## src/rtl/ringw_pkg.sv

```systemverilog
package ringw_pkg;

    typedef enum logic {
        ST_IDLE,
        ST_EMIT
    } wr_state_t;

endpackage

```

## src/rtl/ringw_stamp.sv

```systemverilog
module ringw_stamp #(
    parameter int TS_W = 64
) (
    input  logic            clk,
    input  logic            rst,
    output logic [TS_W-1:0] stamp
);

    always_ff @(posedge clk) begin
        if (rst) stamp <= '0;
        else     stamp <= stamp + TS_W'(1);
    end

    // the counter advances by exactly one per clock
    assert_tick_R4: assert property (@(posedge clk) disable iff (rst)
        1'b1 |=> stamp == $past(stamp) + TS_W'(1));

endmodule

```

## src/rtl/ringw_ptr.sv

```systemverilog
module ringw_ptr #(
    parameter int REGION_LOG2 = 31,
    parameter int REC_BYTES   = 128
) (
    input  logic                   clk,
    input  logic                   rst,
    input  logic                   advance,
    output logic [REGION_LOG2-1:0] offset
);

    localparam logic [REGION_LOG2-1:0] STEP = REGION_LOG2'(REC_BYTES);

    always_ff @(posedge clk) begin
        if (rst)          offset <= '0;
        else if (advance) offset <= offset + STEP;
    end

    assert_step_R6: assert property (@(posedge clk) disable iff (rst)
        advance |=> offset == $past(offset) + STEP);

    assert_still_R6: assert property (@(posedge clk) disable iff (rst)
        !advance |=> $stable(offset));

endmodule

```

## src/rtl/ringw_pack.sv

```systemverilog
module ringw_pack #(
    parameter int NUM_CH     = 40,
    parameter int SAMPLE_W   = 16,
    parameter int TS_W       = 64,
    parameter int LINES_W    = 8,
    parameter int REC_BYTES  = 128,
    parameter int TS_BYTE    = 80,
    parameter int LINES_BYTE = 88
) (
    input  logic [NUM_CH*SAMPLE_W-1:0] samples,
    input  logic [TS_W-1:0]            stamp,
    input  logic [LINES_W-1:0]         lines,
    output logic [REC_BYTES*8-1:0]     rec
);

    localparam int SAMP_BITS = NUM_CH * SAMPLE_W;

    always_comb begin
        rec = '0;
        rec[0 +: SAMP_BITS]           = samples;
        rec[TS_BYTE*8 +: TS_W]        = stamp;
        rec[LINES_BYTE*8 +: LINES_W]  = lines;
    end

endmodule

```

## src/rtl/ringw_writer.sv

```systemverilog
module ringw_writer
    import ringw_pkg::*;
#(
    parameter int              NUM_CH      = 40,
    parameter int              SAMPLE_W    = 16,
    parameter int              TS_W        = 64,
    parameter int              LINES_W     = 8,
    parameter int              WORD_W      = 64,
    parameter int              REC_BYTES   = 128,
    parameter int              TS_BYTE     = 80,
    parameter int              LINES_BYTE  = 88,
    parameter int              ADDR_W      = 32,
    parameter int              REGION_LOG2 = 31,
    parameter logic [ADDR_W-1:0] REGION_BASE = 32'h8000_0000
) (
    input  logic                       clk,
    input  logic                       rst,
    input  logic                       vec_valid,
    input  logic [NUM_CH*SAMPLE_W-1:0] vec_samples,
    input  logic [LINES_W-1:0]         vec_lines,
    output logic                       mem_valid,
    input  logic                       mem_ready,
    output logic [ADDR_W-1:0]          mem_addr,
    output logic [WORD_W-1:0]          mem_data,
    output logic [ADDR_W-1:0]          next_addr,
    output logic                       overflow
);

    localparam int WORD_BYTES = WORD_W / 8;
    localparam int WORDS      = REC_BYTES / WORD_BYTES;
    localparam int WIDX_W     = $clog2(WORDS);
    localparam int REC_BITS   = REC_BYTES * 8;
    localparam logic [WIDX_W-1:0] LAST_IDX = WIDX_W'(WORDS - 1);
    localparam logic [ADDR_W:0]   REGION_TOP =
        (ADDR_W+1)'(REGION_BASE) + ((ADDR_W+1)'(1) << REGION_LOG2);

    wr_state_t               state_q, state_d;
    logic [WIDX_W-1:0]       word_idx;
    logic [REC_BITS-1:0]     rec_d, rec_q;
    logic [TS_W-1:0]         stamp;
    logic [REGION_LOG2-1:0]  offset;
    logic                    capture, beat, last_word, advance, drop;

    ringw_stamp #(.TS_W(TS_W)) u_stamp (
        .clk   (clk),
        .rst   (rst),
        .stamp (stamp)
    );

    ringw_pack #(
        .NUM_CH     (NUM_CH),
        .SAMPLE_W   (SAMPLE_W),
        .TS_W       (TS_W),
        .LINES_W    (LINES_W),
        .REC_BYTES  (REC_BYTES),
        .TS_BYTE    (TS_BYTE),
        .LINES_BYTE (LINES_BYTE)
    ) u_pack (
        .samples (vec_samples),
        .stamp   (stamp),
        .lines   (vec_lines),
        .rec     (rec_d)
    );

    ringw_ptr #(
        .REGION_LOG2 (REGION_LOG2),
        .REC_BYTES   (REC_BYTES)
    ) u_ptr (
        .clk     (clk),
        .rst     (rst),
        .advance (advance),
        .offset  (offset)
    );

    // state register
    always_ff @(posedge clk) begin
        if (rst) state_q <= ST_IDLE;
        else     state_q <= state_d;
    end

    // transitions: capture, beat, retire
    always_comb begin
        state_d = state_q;
        unique case (state_q)
            ST_IDLE: if (vec_valid)              state_d = ST_EMIT;
            ST_EMIT: if (mem_ready && last_word) state_d = ST_IDLE;
        endcase
    end

    // outputs and control strobes
    always_comb begin
        mem_valid = (state_q == ST_EMIT);
        last_word = (word_idx == LAST_IDX);
        capture   = (state_q == ST_IDLE) && vec_valid;
        beat      = mem_valid && mem_ready;
        advance   = beat && last_word;
        drop      = (state_q == ST_EMIT) && vec_valid;
        mem_data  = rec_q[int'(word_idx)*WORD_W +: WORD_W];
        mem_addr  = REGION_BASE + ADDR_W'(offset)
                  + ADDR_W'(word_idx) * ADDR_W'(WORD_BYTES);
        next_addr = REGION_BASE + ADDR_W'(offset);
    end

    // record holding, word index and overflow flag
    always_ff @(posedge clk) begin
        if (rst) begin
            word_idx <= '0;
            rec_q    <= '0;
            overflow <= 1'b0;
        end else begin
            if (capture) begin
                rec_q    <= rec_d;
                word_idx <= '0;
            end else if (beat) begin
                word_idx <= last_word ? '0 : word_idx + WIDX_W'(1);
            end
            if (drop) overflow <= 1'b1;
        end
    end

    assert_hold_R8: assert property (@(posedge clk) disable iff (rst)
        mem_valid && !mem_ready |=> mem_valid && $stable(mem_addr) && $stable(mem_data));

    assert_word_step_R2: assert property (@(posedge clk) disable iff (rst)
        beat && !last_word |=> mem_valid && mem_addr == $past(mem_addr) + ADDR_W'(WORD_BYTES));

    assert_in_region_R7: assert property (@(posedge clk) disable iff (rst)
        mem_valid |-> mem_addr >= REGION_BASE && {1'b0, mem_addr} < REGION_TOP);

    assert_drop_R9: assert property (@(posedge clk) disable iff (rst)
        drop |=> overflow);

    assert_sticky_R9: assert property (@(posedge clk) disable iff (rst)
        overflow |=> overflow);

endmodule

```

## config.mk

```make
export PLATFORM = sky130hd
export DESIGN_NAME = ringw_writer
export DESIGN_NICKNAME = d
export VERILOG_FILES = /design/src/rtl/ringw_pkg.sv /design/src/rtl/ringw_stamp.sv /design/src/rtl/ringw_ptr.sv /design/src/rtl/ringw_pack.sv /design/src/rtl/ringw_writer.sv
export SDC_FILE = /design/constraint.sdc
export NUM_CORES = 2
export LEC_CHECK = 0
export ABC_AREA = 1
export CAP_MARGIN = 20
export CORE_MARGIN = 8
export CORE_UTILIZATION = 30
export CTS_BUF_LIST = sky130_fd_sc_hd__clkbuf_8
export CTS_CLUSTER_SIZE = 25
export DETAILED_ROUTE_END_ITERATION = 8
export DONT_BUFFER_PORTS = 1
export GPL_TIMING_DRIVEN = 0
export PLACE_DENSITY = 0.56
export SLEW_MARGIN = 20
export SYNTH_ARGS = -nofsm -noshare
export SYNTH_HDL_FRONTEND = slang
export SYNTH_SLANG_ARGS = --single-unit
```

## constraint.sdc

```tcl
create_clock -name clk -period 4.4 [get_ports clk]
set_clock_uncertainty 0.1 [all_clocks]
set_input_delay 0.22 -clock clk [delete_from_list [all_inputs] [get_ports clk]]
set_output_delay 0.22 -clock clk [all_outputs]
set_load 0.005 [all_outputs]
```

-- Yosys cells after proc, flatten, opt, wreduce, memory -nomap -nowiden
Cells that the tools add are included.
- register bits after elaboration: 813
- input port bits: 652
- output and inout bits: 130
- $add $sub $neg: 5
- eq/ne operators: 1
- shift-type cells: 1
- muxes and demuxes: 4
- bitwise logic cells: 1
- reduce and logical (&&, ||, !) cells: 6
- operators by type and width (cell ; count):
    $shiftx 1024x11->64 ; 1
    $add 64x1->64 const B ; 1
    $add 32x31->32 const A ; 1
    $add 32x7->32 ; 1
    $add 31x8->31 const B ; 1
    $logic_and 1x1->1 ; 5
    $add 4x1->4 const B ; 1
    $eq 4x4->1 const B ; 1
    $mux 4 ; 1
    $mux 1 ; 2
    $pmux 1 s2 ; 1
    $reduce_or 2->1 ; 1
    $not 1->1 ; 1

-- Logic depth before layout (Yosys ltp)
- depth after elaboration: 4
- depth in mapped cells: 10
- mapped depth without buffers: 10

-- Cells and area by module
Synthesis repeated with hierarchy kept, for this count alone.
- cells, all modules: 9005
- area, all modules: 59418.2 um^2
- by module, submodules not included (module ; times used ; cells an instance ; area an instance (um^2) ; seq. area each (um^2)):
    ringw_writer ; 1 ; 7130 ; 46560.9 ; 20619.8
    ringw_pack ; 1 ; 1025 ; 7691.1 ; 0.0
    ringw_stamp ; 1 ; 640 ; 3861.2 ; 1281.2
    ringw_ptr ; 1 ; 210 ; 1305.0 ; 480.5

-- Least setup slack after synthesis
No wires, ideal clock.
- path kind: reg2out
- start: register word_idx[0]
- end: output port mem_data[10]
- arrival time: 1.416 ns
- required time: 4.080 ns
- setup slack: 2.664 ns
- stages on the path, launching flop included: 9
- path buffers: 4
- cell sequence: dfxtp_1 > buf_2 > buf_6 > buf_2 > clkbuf_1 > nand3_1 > o2111ai_1 > nand3_1 > nand2_1
- word-level cells in the longest chain between the ends: 1
- RTL lines (what ; line ; text):
    start: declaration ; ringw_writer.sv:38 ; logic [WIDX_W-1:0] word_idx;
    start signal: assignment ; ringw_writer.sv:115 ; word_idx <= last_word ? '0 : word_idx + WIDX_W'(1);
    $shiftx 1024x11->64 ; ringw_writer.sv:98 ; mem_data = rec_q[int'(word_idx)*WORD_W +: WORD_W];
    end: declaration ; ringw_writer.sv:24 ; output logic [WORD_W-1:0] mem_data,
No other way between the ends.

-- Worst setup path in the final report
- start: register word_idx[1]
- end: output port mem_data[16]
Same word-level chain as after synthesis.

==> impl_metrics.yaml <==
sta:
  worstMarginPinSlew_ps: 1090
  timing.final.ws_setup_ps: -71.2
  timing.fmax_mhz: 224
  rsz0062_at_grt: "no"
  min_period_ps: 4470
  slew_viol_final: 0
  finalSetupViolCount: 8
  fin_crit_sh_pct: 102
  hold_violations: 0
  maxSlewHeadroom_pct: 27.4
synth:
  ys_ff_latch: 806
  yosysWarningCount: 0
  synth_area_um2: 35600
  synth_area_leaders: "dfxtp_1 45%, nor2_1 18%, o21ai_0 14%"
  yosysUniqueCellTypes: 37
  synth.top_cell.area_share_pct: 45.3
  synth_top_area_cell: "dfxtp_1"
  syn_inst: 5157
  yosysSeqAreaShare_pct: 45.3
  syn_avg_cell_area_um2: 6.90
route:
  wire_per_inst_um: 29.2
  post_drt_via_cell_ratio: 5.60
  vias: 46300
  ant_nets: 0
  initialDrtViolationCount: 6692
  drc: 0
  routed_wl_um: 241000
  first_pass_iters: 6
grt:
  track_usage_pct: 35.0
  antenna_found_initial: 97
  grt_pass1_vias: 45300
  grt_start_max_net_pins: 17
  grt_pass1_wl_um: 330000
  grt_overflow: 0
placed_design:
  gp_congestion: 1.04
  io_buffers: 0
  place_ws_ps: 493
  place_area_um2: 37600
  hpwl_um: 179000
die:
  die_area_um2: 130000
  core_area_um2: 118000
  die_h_um: 361
  die_w_um: 361
  initial_core_util_pct: 30.2
  pin_count: 782
  num_rows: 126
critical_path:
  crit_slowest_cell: "clkbuf_1"
  path_cells: "buf_2 > inv_2 > buf_2 > clkbuf_1 > o21ai_0 > o2111ai_1 > nand3_1 > nand2_1"
  critical_path_class: "reg2out"
  crit_path_max_incr_delay_ps: 680
  crit_top_cell: "buf_2"
  end_kind: "output pin"
  critical_path.top_delay_family: "buffers and inverters"
  cp-start-kind: "flip-flop"
  cp.buffers_inverters: 4
  critPathMaxFanout: 10
  r2r_slack_ps: 1090
  worst_ep_required_time_ps: 4080
  cp.arrival_ps: 4150
status:
  status: "finished, violations left"
  violations: "setup timing"
finish:
  syn_to_final_growth_pct: 48.8
  layout_common_cells: "1724 x nor2_1, 1201 x dlygate4sd3_1, 975 x o21ai_0"
  stdcell_area_um2: 53000
  layout_commonest_cell: "nor2_1"
  post_route_cells_drive_above_1_share_pct: 6.10
  final_nets: 7172
clock_tree:
  clock_latency_ps: 850
  htree_levels: 4
  clk_path_buf_depth: 3
  clkTransAtPathRegs_ps: 60
  clock_sinks: 806
  cts_root_buffer: "clkbuf_8"
  numCtsBuffers: 147
  cts_tree: "done"
power_and_ir_drop:
  leakagePower_nw: 22.0
  p_clk_share_pct: 40.2
  ir_worst_vdd_mv: 0.269
  p_sw_mw: 6.01
  p_int_mw: 13.1
  p_seq_share_pct: 43.1
  p_per_area_nw_per_um2: 361
  swShare_pct: 31.4
  pwr-share-comb_pct: 16.8
flow_run:
  drv_cap: 0
min_path:
  hp-class: "in2reg"
synthesized netlist by cell type:
library cell,number
nor2_1,1725
o21ai_0,975
dfxtp_1,806
nand3_1,414
nand2_1,364
clkbuf_1,285
o2111ai_1,128
a21oi_1,96
buf_2,86
inv_1,84
buf_4,38
buf_1,33
o21ai_1,21
nand4_1,15
nor3_1,14
mux2i_1,8
o22ai_1,8
xor2_1,8
nor2_2,7
inv_2,6
o21a_1,6
nor2_4,4
ha_1,3
nand2_2,3
or2_0,3
a211oi_1,2
conb_1,2
nor4_1,2
o21bai_1,2
xnor2_1,2
buf_6,1
inv_4,1
nand2_4,1
nand3_2,1
nor2_8,1
nor3_4,1
nor3b_1,1
through the flow:
stage	util, %	std cells	hold slack [ps]	TNS [ps]	total power [mW]
final	44.9	8253	37.8	-237	19.1
after global routing	44.9	8228	20.8	0	19.6
after CTS	44.7	8163	0.253	0	18.9
after detailed placement	31.9	6703	262	0	10.5
after global placement	31.9	6703	258	0	10.5
after floorplan	-	5167	255	0	9.30
cell type report:
cell class,count,area (um^2)
antenna,89,223
clock buffer,183,2520
fill,11600,64900
timing repair buffer,1201,12000
clock inverter,77,531
buffer,443,1960
inverter,91,344
tap,1536,1920
sequential,806,16100
multi-input combinational,3827,17300
timing repair:
action	in CTS	in global routing
hold endpoints to repair	696	1
setup endpoints to repair	30	11
setup buffers	0	0
pin swaps	0	0
gates resized for setup	24	14
hold buffers	1200	1
path summary, 6_finish.rpt:
check | start | to | depth (start not counted)
hold / removal | vec_samples[108] | rec_q[108] | 3
setup reg to reg | mem_valid | rec_q[519] | 7
hold reg to reg | u_stamp.stamp[0] | u_stamp.stamp[0] | 1
setup / recovery | word_idx[1] | mem_data[16] | 8
cell families after synthesis:
group           share of synthesized area, %
buf+inv                                 6.36
simple gates                            28.9
flops                                   45.3
fa+ha+maj                              0.105
mux                                    0.225
compound gates                          18.8
other cells                           0.0211
xor+xnor                               0.246
sequential cells by signal, indices dropped and copies added (netlist names):
signal and count:
u_stamp.stamp 64, overflow 1, mem_valid 1, u_ptr.offset 24, rec_q 712, word_idx 4
power groups by stage:
stage	Clock, mW	Combinational [mW]	Sequential, mW
3_5_place_dp	0	2.14	8.33
2_1_floorplan	0	1.17	8.13
4_1_cts	7.64	3.05	8.19
3_3_place_gp	0	2.12	8.33
5_1_grt	8.01	3.36	8.24
6_report	7.68	3.20	8.23
metal layers:
metal  GRT usage, %  wire [um]
met3           11.5      29200
met5              0        182
met2           52.6     101000
met4           24.2      20000
met1           42.1      90600
worst reg2reg max path, cell delays in order (launching register included):
cell	delay [ps]
dfxtp_1	600
nor2_4	170
inv_2	320
buf_2	540
clkbuf_1	760
nor2_1	70
dlygate4sd3_1	590
nor2_1	100
(Power assumes the default switching activity.)
